--- src/rtl/fprobe_pkg.sv ---
// Package: shared state encoding, timing-select codes and bus command constants
// for the flash identification probe. Assumes 16-bit command addresses.
package fprobe_pkg;

    typedef enum logic [2:0] {
        ST_IDLE = 3'd0,
        ST_WR   = 3'd1,
        ST_WAIT = 3'd2,
        ST_RD   = 3'd3,
        ST_FIN  = 3'd4
    } probe_st_e;

    typedef enum logic [1:0] {
        TSEL_EXPLICIT = 2'd0,
        TSEL_NONE     = 2'd1,
        TSEL_DEFAULT  = 2'd2,
        TSEL_BAD      = 2'd3
    } tsel_e;

    localparam logic [15:0] ADR_UNLK_A = 16'h5555;
    localparam logic [15:0] ADR_UNLK_B = 16'h2AAA;
    localparam logic [15:0] ADR_EXT    = 16'h0100;
    localparam logic [7:0]  CMD_KEY_A  = 8'hAA;
    localparam logic [7:0]  CMD_KEY_B  = 8'h55;
    localparam logic [7:0]  CMD_ID_ON  = 8'h90;
    localparam logic [7:0]  CMD_ID_OFF = 8'hF0;
    localparam logic [7:0]  ID_CONT    = 8'h7F;

endpackage

--- src/rtl/fprobe_tdec.sv ---
// Timing decoder: turns the timing-select code into enter and exit settle
// counts and a validity flag. Purely combinational; the caller latches it.
module fprobe_tdec #(
    parameter int DW            = 16,
    parameter int DEF_ENTER_CYC = 20,
    parameter int DEF_EXIT_CYC  = 6
) (
    input  logic [1:0]    sel,
    input  logic [DW-1:0] cfg,
    output logic [DW-1:0] enter_dly,
    output logic [DW-1:0] exit_dly,
    output logic          valid
);
    import fprobe_pkg::*;

    localparam logic [DW-1:0] DEF_ENT = DW'(DEF_ENTER_CYC);
    localparam logic [DW-1:0] DEF_EXT = DW'(DEF_EXIT_CYC);

    // Select the settle counts for each timing mode.
    always_comb begin
        enter_dly = '0;
        exit_dly  = '0;
        valid     = 1'b1;
        case (tsel_e'(sel))
            TSEL_EXPLICIT: begin
                enter_dly = cfg;
                exit_dly  = cfg;
            end
            TSEL_NONE: begin
                enter_dly = '0;
                exit_dly  = '0;
            end
            TSEL_DEFAULT: begin
                enter_dly = DEF_ENT;
                exit_dly  = DEF_EXT;
            end
            default: valid = 1'b0;
        endcase
    end
endmodule

--- src/rtl/fprobe_dlycnt.sv ---
// Delay counter: loaded with N, it flags expiry in its Nth cycle after load.
// Assumes N >= 1 whenever load is asserted.
module fprobe_dlycnt #(
    parameter int DW = 16
) (
    input  logic          clk,
    input  logic          rst_n,
    input  logic          load,
    input  logic [DW-1:0] load_val,
    output logic          expire
);
    logic [DW-1:0] cnt_q;

    // Load on request, otherwise count down to zero.
    always_ff @(posedge clk) begin
        if (!rst_n) begin
            cnt_q <= '0;
        end else if (load) begin
            cnt_q <= load_val;
        end else if (cnt_q != '0) begin
            cnt_q <= cnt_q - 1'b1;
        end
    end

    // The final counted cycle is the one holding a count of one.
    assign expire = (cnt_q == DW'(1));
endmodule

--- src/rtl/fprobe_oddpar.sv ---
// Odd-parity folder: halves the vector by XOR until one bit remains.
// Result is 1 when the input has an odd number of set bits. W is a power of two.
module fprobe_oddpar #(
    parameter int W = 8
) (
    input  logic [W-1:0] din,
    output logic         odd
);
    // Fold the upper half onto the lower half repeatedly.
    always_comb begin
        logic [W-1:0] acc;
        acc = din;
        for (int sh = W / 2; sh > 0; sh = sh / 2) begin
            acc = acc ^ (acc >> sh);
        end
        odd = acc[0];
    end
endmodule

--- src/rtl/fprobe_seq.sv ---
// Probe sequencer: drives the enter writes, the ID reads with optional
// continuation reads, and the exit writes, inserting step and settle delays.
// Assumes AW >= 16 and that bus_rdata is valid in the cycle bus_re is high.
module fprobe_seq #(
    parameter int AW       = 16,
    parameter int DW       = 16,
    parameter int STEP_CYC = 4
) (
    input  logic          clk,
    input  logic          rst_n,
    input  logic          start,
    input  logic          cfg_valid,
    input  logic [DW-1:0] enter_dly,
    input  logic [DW-1:0] exit_dly,
    input  logic [7:0]    bus_rdata,
    output logic [AW-1:0] bus_addr,
    output logic [7:0]    bus_wdata,
    output logic          bus_we,
    output logic          bus_re,
    output logic [15:0]   mfr_w,
    output logic [15:0]   dev_w,
    output logic          go_fin,
    output logic          abort_fin,
    output logic          in_fin,
    output logic          busy
);
    import fprobe_pkg::*;

    localparam logic [DW-1:0] STEP_D = DW'(STEP_CYC);

    probe_st_e     st_q, st_d;
    logic          phase_q, phase_d;      // 0 = enter sequence, 1 = exit sequence
    logic [1:0]    idx_q, idx_d;
    logic [DW-1:0] ent_q, ext_q;
    logic [DW-1:0] cur_dly, gap;
    logic          adv, to_exit, dly_load, expire;

    fprobe_dlycnt #(.DW(DW)) u_dly (
        .clk      (clk),
        .rst_n    (rst_n),
        .load     (dly_load),
        .load_val (gap),
        .expire   (expire)
    );

    // Gap after the current write: settle after the third, step otherwise.
    always_comb begin
        cur_dly = phase_q ? ext_q : ent_q;
        if (idx_q == 2'd2) begin
            gap = cur_dly;
        end else begin
            gap = (cur_dly != '0) ? STEP_D : '0;
        end
    end

    // Next-state, bus drive and completion strobes.
    always_comb begin
        st_d      = st_q;
        phase_d   = phase_q;
        idx_d     = idx_q;
        bus_addr  = '0;
        bus_wdata = '0;
        bus_we    = 1'b0;
        bus_re    = 1'b0;
        dly_load  = 1'b0;
        adv       = 1'b0;
        to_exit   = 1'b0;
        go_fin    = 1'b0;
        abort_fin = 1'b0;
        case (st_q)
            ST_IDLE: begin
                if (start) begin
                    if (cfg_valid) begin
                        st_d    = ST_WR;
                        phase_d = 1'b0;
                        idx_d   = 2'd0;
                    end else begin
                        st_d      = ST_FIN;
                        go_fin    = 1'b1;
                        abort_fin = 1'b1;
                    end
                end
            end
            ST_WR: begin
                bus_we = 1'b1;
                case (idx_q)
                    2'd0: begin
                        bus_addr  = AW'(ADR_UNLK_A);
                        bus_wdata = CMD_KEY_A;
                    end
                    2'd1: begin
                        bus_addr  = AW'(ADR_UNLK_B);
                        bus_wdata = CMD_KEY_B;
                    end
                    default: begin
                        bus_addr  = AW'(ADR_UNLK_A);
                        bus_wdata = phase_q ? CMD_ID_OFF : CMD_ID_ON;
                    end
                endcase
                if (gap != '0) begin
                    dly_load = 1'b1;
                    st_d     = ST_WAIT;
                end else begin
                    adv = 1'b1;
                end
            end
            ST_WAIT: begin
                if (expire) begin
                    adv = 1'b1;
                end
            end
            ST_RD: begin
                bus_re   = 1'b1;
                bus_addr = AW'({7'd0, idx_q[1], 7'd0, idx_q[0]});
                case (idx_q)
                    2'd0: idx_d = 2'd1;
                    2'd1: begin
                        if (mfr_w[7:0] == ID_CONT) begin
                            idx_d = 2'd2;
                        end else if (bus_rdata == ID_CONT) begin
                            idx_d = 2'd3;
                        end else begin
                            to_exit = 1'b1;
                        end
                    end
                    2'd2: begin
                        if (dev_w[7:0] == ID_CONT) begin
                            idx_d = 2'd3;
                        end else begin
                            to_exit = 1'b1;
                        end
                    end
                    default: to_exit = 1'b1;
                endcase
            end
            ST_FIN: st_d = ST_IDLE;
            default: st_d = ST_IDLE;
        endcase

        if (to_exit) begin
            st_d    = ST_WR;
            phase_d = 1'b1;
            idx_d   = 2'd0;
        end

        if (adv) begin
            if (idx_q != 2'd2) begin
                idx_d = idx_q + 2'd1;
                st_d  = ST_WR;
            end else if (!phase_q) begin
                st_d  = ST_RD;
                idx_d = 2'd0;
            end else begin
                st_d   = ST_FIN;
                go_fin = 1'b1;
            end
        end
    end

    // State, sequence position and latched delays.
    always_ff @(posedge clk) begin
        if (!rst_n) begin
            st_q    <= ST_IDLE;
            phase_q <= 1'b0;
            idx_q   <= 2'd0;
            ent_q   <= '0;
            ext_q   <= '0;
        end else begin
            st_q    <= st_d;
            phase_q <= phase_d;
            idx_q   <= idx_d;
            if (st_q == ST_IDLE && start) begin
                ent_q <= enter_dly;
                ext_q <= exit_dly;
            end
        end
    end

    // Capture ID bytes, shifting in the continuation byte when read.
    always_ff @(posedge clk) begin
        if (!rst_n) begin
            mfr_w <= '0;
            dev_w <= '0;
        end else if (st_q == ST_RD) begin
            case (idx_q)
                2'd0:    mfr_w <= {8'h00, bus_rdata};
                2'd1:    dev_w <= {8'h00, bus_rdata};
                2'd2:    mfr_w <= {mfr_w[7:0], bus_rdata};
                default: dev_w <= {dev_w[7:0], bus_rdata};
            endcase
        end
    end

    assign in_fin = (st_q == ST_FIN);
    assign busy   = (st_q != ST_IDLE);
endmodule

--- src/rtl/fprobe_top.sv ---
// Flash identification probe top: decodes timing, runs the sequencer and
// registers IDs, parity flag and match result on completion.
// Assumes expected IDs are held stable until done.
module fprobe_top #(
    parameter int AW            = 16,
    parameter int DW            = 16,
    parameter int STEP_CYC      = 4,
    parameter int DEF_ENTER_CYC = 20,
    parameter int DEF_EXIT_CYC  = 6
) (
    input  logic          clk,
    input  logic          rst_n,
    input  logic          start,
    input  logic [1:0]    timing_sel,
    input  logic [DW-1:0] dly_cfg,
    input  logic [15:0]   exp_mfr,
    input  logic [15:0]   exp_dev,
    input  logic [7:0]    bus_rdata,
    output logic [AW-1:0] bus_addr,
    output logic [7:0]    bus_wdata,
    output logic          bus_we,
    output logic          bus_re,
    output logic          busy,
    output logic          done,
    output logic          aborted,
    output logic [15:0]   mfr_id,
    output logic [15:0]   dev_id,
    output logic          parity_err,
    output logic          id_match
);
    logic [DW-1:0] enter_dly, exit_dly;
    logic          cfg_valid, go_fin, abort_fin, mfr_odd;
    logic [15:0]   mfr_w, dev_w;

    fprobe_tdec #(
        .DW            (DW),
        .DEF_ENTER_CYC (DEF_ENTER_CYC),
        .DEF_EXIT_CYC  (DEF_EXIT_CYC)
    ) u_tdec (
        .sel       (timing_sel),
        .cfg       (dly_cfg),
        .enter_dly (enter_dly),
        .exit_dly  (exit_dly),
        .valid     (cfg_valid)
    );

    fprobe_seq #(
        .AW       (AW),
        .DW       (DW),
        .STEP_CYC (STEP_CYC)
    ) u_seq (
        .clk       (clk),
        .rst_n     (rst_n),
        .start     (start),
        .cfg_valid (cfg_valid),
        .enter_dly (enter_dly),
        .exit_dly  (exit_dly),
        .bus_rdata (bus_rdata),
        .bus_addr  (bus_addr),
        .bus_wdata (bus_wdata),
        .bus_we    (bus_we),
        .bus_re    (bus_re),
        .mfr_w     (mfr_w),
        .dev_w     (dev_w),
        .go_fin    (go_fin),
        .abort_fin (abort_fin),
        .in_fin    (done),
        .busy      (busy)
    );

    fprobe_oddpar #(.W(8)) u_par (
        .din (mfr_w[7:0]),
        .odd (mfr_odd)
    );

    // Register results on the edge that enters the done cycle.
    always_ff @(posedge clk) begin
        if (!rst_n) begin
            mfr_id     <= '0;
            dev_id     <= '0;
            parity_err <= 1'b0;
            id_match   <= 1'b0;
            aborted    <= 1'b0;
        end else if (go_fin) begin
            if (abort_fin) begin
                mfr_id     <= '0;
                dev_id     <= '0;
                parity_err <= 1'b0;
                id_match   <= 1'b0;
                aborted    <= 1'b1;
            end else begin
                mfr_id     <= mfr_w;
                dev_id     <= dev_w;
                parity_err <= ~mfr_odd;
                id_match   <= (mfr_w == exp_mfr) && (dev_w == exp_dev);
                aborted    <= 1'b0;
            end
        end
    end
endmodule

--- config.mk ---
export PLATFORM = sky130hd
export DESIGN_NAME = fprobe_top
export DESIGN_NICKNAME = d
export VERILOG_FILES = /design/src/rtl/fprobe_pkg.sv /design/src/rtl/fprobe_tdec.sv /design/src/rtl/fprobe_dlycnt.sv /design/src/rtl/fprobe_oddpar.sv /design/src/rtl/fprobe_seq.sv /design/src/rtl/fprobe_top.sv
export SDC_FILE = /design/constraint.sdc
export NUM_CORES = 1
export LEC_CHECK = 0
export ABC_AREA = 0
export BUFFER_PORTS_ARGS = -buffer_cell sky130_fd_sc_hd__buf_2
export CORE_ASPECT_RATIO = 1.5
export CORE_MARGIN = 3
export CORE_UTILIZATION = 40
export CTS_CLUSTER_SIZE = 25
export DETAILED_ROUTE_END_ITERATION = 10
export PLACE_DENSITY_LB_ADDON = 0.12
export SYNTH_ARGS = -nofsm -noshare
export SYNTH_HDL_FRONTEND = slang
export SYNTH_SLANG_ARGS = --single-unit
--- constraint.sdc ---
create_clock -name clk -period 3 [get_ports clk]
set_input_delay 0.9 -clock clk [delete_from_list [all_inputs] [get_ports clk]]
set_output_delay 0.9 -clock clk [all_outputs]
set_load 0.02 [all_outputs]
# ---- After elaboration in Yosys (flattened, before gate mapping)
# Index checks and enable logic that the tools add are counted.
dict set report word_totals {
  input_bits 61
  register_bits 121
  out_inout_bits 63
}
dict set report classes {
  muxes 61
  addsub 2
  n_reduce_logical 21
  bitwise 5
  eq_ne 18
}
# cell n
set op_table {}
lappend op_table {{case mux 16 bit (2 select lines)} 5}
lappend op_table {{2-to-1 mux 16 bit} 6}
lappend op_table {{nonzero test 16 bit} 3}
lappend op_table {{equality test 16 bit} 2}
lappend op_table {{equality test 8 x 7 -> 1 bit, second input constant} 3}
lappend op_table {{2-to-1 mux 1 bit} 24}
lappend op_table {{2-to-1 mux 3 bit} 8}
lappend op_table {{2-to-1 mux 2 bit} 9}
lappend op_table {{equality test 16 x 1 -> 1 bit, second input constant} 1}
lappend op_table {{case mux 8 bit (2 select lines)} 1}
lappend op_table {{subtractor 16 x 1 -> 16 bit, second input constant} 1}
lappend op_table {{2-to-1 mux 15 bit} 1}
lappend op_table {{nonzero test 2 bit} 5}
lappend op_table {{case mux 3 bit (3 select lines)} 1}
lappend op_table {{2-to-1 mux 8 bit} 1}
lappend op_table {{2-to-1 mux 7 bit} 1}
lappend op_table {{equality test 3 x 2 -> 1 bit, second input constant} 2}
lappend op_table {{case mux 2 bit (3 select lines)} 1}
lappend op_table {{AND reduction 3 bit} 2}
lappend op_table {{equality test 2 x 1 -> 1 bit, second input constant} 2}
lappend op_table {{equality test 2 bit, second input constant} 2}
lappend op_table {{zero test 2 bit} 2}
lappend op_table {{!= test 4 x 1 -> 1 bit, second input constant} 1}
lappend op_table {{!= test 4 x 2 -> 1 bit, second input constant} 1}
lappend op_table {{18 further kinds} 22}

# ---- Depth between registers and ports, before layout
dict set report depth {
  ltp_word 10
  ltp_mapped 9
}

# ---- Hierarchy
# From an unflattened synthesis, not the netlist that was laid out.
dict set report hier_totals {
  hier_cells 778
  area_unflattened_um2 6447.4
}
# module cells_each seq_area_each_um2 n_inst area_per_inst_um2
set modules_own_cells {}
lappend modules_own_cells {fprobe_seq 426 1401.3 1 3398.3}
lappend modules_own_cells {fprobe_top 193 700.7 1 1727.9}
lappend modules_own_cells {fprobe_dlycnt 115 320.3 1 918.4}
lappend modules_own_cells {fprobe_tdec 37 0.0 1 341.6}
lappend modules_own_cells {fprobe_oddpar 7 0.0 1 61.3}

# ---- Worst setup path after synthesis
# No wires, ideal clock.
dict set report synth_path {
  kind {flip-flop to output port}
  from {register u_seq.st_q[1]}
  to {output port bus_addr[0]}
  stages_incl_launch_ff 7
  setup_slack_ps 493
  t_arrival_ps 1607
  t_required_ps 2100
  path_cell_list {dfxtp_1 -> nor2b_1 -> and2_1 -> clkbuf_1 -> nand2_2 -> clkbuf_1 -> nand2_1}
}
dict set report synth_via {
  elab_chain_cells 2
  elab_cells_between_ends 3
  classes_between {2 x eq/ne; 1 x mux}
}
# item line_no
set synth_lines {}
lappend synth_lines {{start: declaration} fprobe_seq.sv:31} ;# probe_st_e st_q, st_d;
lappend synth_lines {{start signal: assignment} fprobe_seq.sv:169} ;# st_q <= st_d;
lappend synth_lines {{equality test 3 x 2 -> 1 bit or equality test 3 x 1 -> 1 bit (tied branches)} fprobe_seq.sv:70} ;# case (st_q)
lappend synth_lines {{case mux 16 bit (2 select lines) *} fprobe_seq.sv:70}
lappend synth_lines {{end: declaration} fprobe_top.sv:19} ;# output logic [AW-1:0] bus_addr,
# Mark *: on every way between the ends. The rest lies on a longest branch, timed or not.

# ---- Worst setup path in the final report
dict set report layout_path {
  from {register u_seq.st_q[0]}
  to {output port bus_addr[2]}
}
# The elaborated chain is that of the path after synthesis.

==> impl_results.html <==
<table>
<tr><th>Metric</th><th>Value</th></tr>
<tr><th colspan="2">Floorplan</th></tr>
<tr><td>Floorplan die width</td><td>97.9 µm</td></tr>
<tr><td>Die Y</td><td>144 µm</td></tr>
<tr><td>Number of placement rows</td><td>49</td></tr>
<tr><td>IO Pins</td><td>124</td></tr>
<tr><td>Die ar.</td><td>14100 µm²</td></tr>
<tr><td>Core outline area</td><td>12200 µm²</td></tr>
<tr><td>Initial core utilization</td><td>41.6%</td></tr>
<tr><th colspan="2">Global route</th></tr>
<tr><td>Number of global-route vias before repair</td><td>4661</td></tr>
<tr><td>GRT Total Usage</td><td>21.3%</td></tr>
<tr><td>Pin count of the biggest net entering global routing</td><td>65</td></tr>
<tr><td>First-pass GRT wire length</td><td>24000 µm</td></tr>
<tr><td>Initial antenna violation count</td><td>0</td></tr>
<tr><td>Global-route congestion overflow total</td><td>0</td></tr>
<tr><th colspan="2">Setup path</th></tr>
<tr><td>Largest fanout on the critical path</td><td>11</td></tr>
<tr><td>Startpoint type of the worst setup path</td><td>flip-flop</td></tr>
<tr><td>Startpoint-to-endpoint class of the critical path</td><td>flip-flop to output pin</td></tr>
<tr><td>Worst r2r path cells</td><td>8</td></tr>
<tr><td>Critical Path RT</td><td>2.10 ns</td></tr>
<tr><td>Worst EP arrival</td><td>1.91 ns</td></tr>
<tr><td>Capturing element type of the critical path</td><td>output pin</td></tr>
<tr><th colspan="2">STA</th></tr>
<tr><td>Slew at the pin closest to its max-slew limit</td><td>1.22 ns</td></tr>
<tr><td>Slew Limit Headroom</td><td>18.0%</td></tr>
<tr><td>FMAX</td><td>356 MHz</td></tr>
<tr><td>Final period util</td><td>93.5%</td></tr>
<tr><td>Number of pins with negative max-slew slack in the final report</td><td>0</td></tr>
<tr><td>Final Critical Period</td><td>2.81 ns</td></tr>
<tr><td>Hold_ws</td><td>0.453 ns</td></tr>
<tr><td>Post-route clock skew</td><td>0.0115 ns</td></tr>
<tr><td>Hold Vio Cnt, Final</td><td>0</td></tr>
<tr><td>Number of endpoints failing setup at the final stage</td><td>0</td></tr>
<tr><td>Sum of negative setup slack</td><td>0 ns</td></tr>
<tr><td>Unrepaired setup endpoints after global routing</td><td>no</td></tr>
<tr><th colspan="2">Final layout</th></tr>
<tr><td>Storage cell area</td><td>2140 µm²</td></tr>
<tr><td>Diode insertion count for antenna repair</td><td>0</td></tr>
<tr><td>Post-route cell area</td><td>5960 µm²</td></tr>
<tr><td>Multi-input gate area in the final layout</td><td>2600 µm²</td></tr>
<tr><td>Total of fill cells in the finished design</td><td>1222</td></tr>
<tr><td>Fraction of final layout cells sized beyond drive strength 1</td><td>22.8%</td></tr>
<tr><td>Net count, final</td><td>791</td></tr>
<tr><td>Synthesis-to-layout area growth</td><td>17.5%</td></tr>
<tr><th colspan="2">Clock network</th></tr>
<tr><td>H-tree depth</td><td>3</td></tr>
<tr><td>Later-pin clock latency in the skew report</td><td>0.35 ns</td></tr>
<tr><td>Largest buffer count on any clock path</td><td>2</td></tr>
<tr><td>Total clock buffers created by CTS</td><td>9</td></tr>
<tr><td>Count of cells resized by post-cts repair</td><td>0</td></tr>
<tr><td>CTS Root Buffer Type</td><td>clkbuf_16</td></tr>
<tr><td>TritonCTS sink count</td><td>107</td></tr>
<tr><td>Number of post-CTS setup repair buffers</td><td>0</td></tr>
<tr><td>Clk slew on worst S/H paths</td><td>0.08 ns</td></tr>
<tr><td>Number of buffers inserted by hold repair at cts</td><td>0</td></tr>
<tr><td>Clock tree from TritonCTS</td><td>built</td></tr>
<tr><th colspan="2">Pwr</th></tr>
<tr><td>VDD IR max</td><td>290 µV</td></tr>
<tr><td>Power Dens Cells</td><td>720 nW/µm²</td></tr>
<tr><td>Leakage dissipation</td><td>2.34 nW</td></tr>
<tr><td>Total power</td><td>0.00429 W</td></tr>
<tr><th colspan="2">Synthesis</th></tr>
<tr><td>Cell type with the highest aggregate area in the netlist</td><td>dfxtp_1</td></tr>
<tr><td>Unique masters post-synth</td><td>52</td></tr>
<tr><td>EDFF count, synth</td><td>0</td></tr>
<tr><td>Number of synthesized register bits</td><td>107</td></tr>
<tr><td>Gate Count Post-Synth</td><td>641</td></tr>
<tr><td>Total nets after synthesis</td><td>704</td></tr>
<tr><td>Cell Area, Synth</td><td>5070 µm²</td></tr>
<tr><td>Count of warnings emitted by yosys</td><td>0</td></tr>
<tr><td>Count leader, synth</td><td>nand2_1</td></tr>
<tr><td>Leading cell types by total area after synthesis</td><td>dfxtp_1 (42%), nand2_1 (10%), a21oi_1 (8.7%), xnor2_1 (7.9%), nor2_1 (2.9%)</td></tr>
<tr><td>Commonest cells post-synth</td><td>nand2_1 (137), dfxtp_1 (107), a21oi_1 (88), xnor2_1 (46), nor2_1 (39)</td></tr>
<tr><td>Share of synthesized area occupied by flip-flops and latches</td><td>42.3%</td></tr>
<tr><td>Share of the synthesized area in the top cell type</td><td>42.3%</td></tr>
<tr><td>Ys flop type</td><td>dfxtp_1</td></tr>
<tr><td>Async set-reset flop share out of synthesis</td><td>0%</td></tr>
<tr><td>Syn avg cell area</td><td>7.91 µm²</td></tr>
<tr><th colspan="2">Placed design</th></tr>
<tr><td>Final GP Congestion</td><td>0.870</td></tr>
<tr><td>Number of input and output port buffers inserted</td><td>122</td></tr>
<tr><td>Post-place instance area</td><td>5670 µm²</td></tr>
<tr><td>Post-detail-place hpwl</td><td>11100 µm</td></tr>
<tr><th colspan="2">Route</th></tr>
<tr><td>Detailed-route vias per instance</td><td>5.33</td></tr>
<tr><td>Drt wl/cell</td><td>16.8 µm</td></tr>
<tr><td>DR iter-0 viols</td><td>174</td></tr>
<tr><td>Total wire length</td><td>14900 µm</td></tr>
<tr><td>Vias after detailed routing</td><td>4726</td></tr>
<tr><td>ANT nets after route</td><td>0</td></tr>
<tr><td>Remaining routing DRC violations</td><td>0</td></tr>
<tr><td>First-pass detailed-route iteration total</td><td>5</td></tr>
<tr><th colspan="2">Worst hold path</th></tr>
<tr><td>Hold Path Stages</td><td>2</td></tr>
<tr><td>Worst min-delay path class</td><td>flip-flop to flip-flop</td></tr>
<tr><th colspan="2">Outcome</th></tr>
<tr><td>Result of the run</td><td>finished, final reports clean</td></tr>
<tr><th colspan="2">Run</th></tr>
<tr><td># Max-Cap Violations</td><td>0</td></tr>
</table>
## flip-flops by register name, indices dropped and copies added (netlist names)
| register | flops |
|---|---|
| u_seq.ent_q | 3 |
| u_seq.dev_w | 16 |
| aborted | 1 |
| dev_id | 16 |
| u_seq.u_dly.cnt_q | 16 |
| u_seq.mfr_w | 16 |
| parity_err | 1 |
| mfr_id | 16 |
| u_seq.st_q | 3 |
| u_seq.phase_q | 1 |
| u_seq.idx_q | 2 |
| id_match | 1 |
| u_seq.ext_q | 15 |
## per-layer routing
layer / routed length, µm / vias to the layer above / track usage, %
met5: 0 / - / 0
met4: 400 / 0 / 8.32
li1: - / 2339 / -
met1: 5890 / 2234 / 23.9
met3: 614 / 26 / 3.84
met2: 8020 / 127 / 39.8
## worst max-delay path: stages (launching register included)
cell	delay [ns]
dfxtp_1	0.55
nand2_1	0.27
inv_1	0.25
nand2b_1	0.17
inv_1	0.14
buf_2	0.18
## logic make-up (layout without fill, tap and decap cells)
kind of cell	count (synthesis)	in the layout	share of synthesized area (%)
AO/OA/AOI/OAI	128	128	14.7
other	1	1	0.0740
XOR/XNOR	50	50	8.64
multiplexers	3	3	0.642
adder cells (fa/ha/maj)	2	2	0.494
AND/OR/NAND/NOR	282	282	26.5
flip-flops	107	107	42.3
buffers and inverters	68	160	6.74
## layout by cell type, fill, tap and decap left out, types with 3 or more instances in the layout
cell,synthesis,layout
nor2b_1,5,4
o2bb2ai_1,6,6
nor3_1,17,17
or4_4,3,3
clkbuf_16,0,9
nand2b_1,4,4
buf_4,14,13
xor2_1,4,4
dfxtp_1,107,107
nand4_1,13,13
and2_1,3,3
nand3_1,29,29
xnor2_1,46,46
a21oi_1,88,88
nand4b_1,4,4
o21ai_0,5,5
a22oi_1,8,8
nor3b_1,3,3
buf_2,3,122
nor2_1,39,39
nor4_1,7,7
and3_1,6,6
inv_1,9,9
a31oi_1,6,6
nand2_1,137,137
## where the power goes
| part | switching [W] | internal (W) |
|---|---|---|
| Sequential | 0.000171 | 0.00155 |
| Clock | 0.000548 | 0.000594 |
| Combinational | 0.000837 | 0.000590 |
## stage by stage
stage,utilization (%),std cells,worst slack [ns]
2_1_floorplan,-,641,0.493
3_3_place_gp,46.4,870,0.411
3_5_place_dp,46.4,870,0.390
4_1_cts,48.8,886,0.0103
5_1_grt,48.8,886,0.00684
6_report,48.8,886,0.194
## worst paths after layout
path | from | end | slack, ns
worst max register to register | u_seq.st_q[2] | u_seq.st_q[2] | 0.45
worst max-delay path | u_seq.st_q[0] | bus_addr[2] | 0.19
worst min register to register | dev_id[8] | dev_id[8] | 0.45
worst min-delay path | dev_id[8] | dev_id[8] | 0.45
## layout make-up
cell class | count | share of cell area (%)
multi-input combinational | 466 | 43.6
inverter | 9 | 0.567
clock inverter | 6 | 0.798
clock buffer | 10 | 4.01
tap | 153 | 3.21
sequential | 107 | 35.9
timing repair buffer | 135 | 11.9
Note: power is estimated with default switching activity, not from simulation.
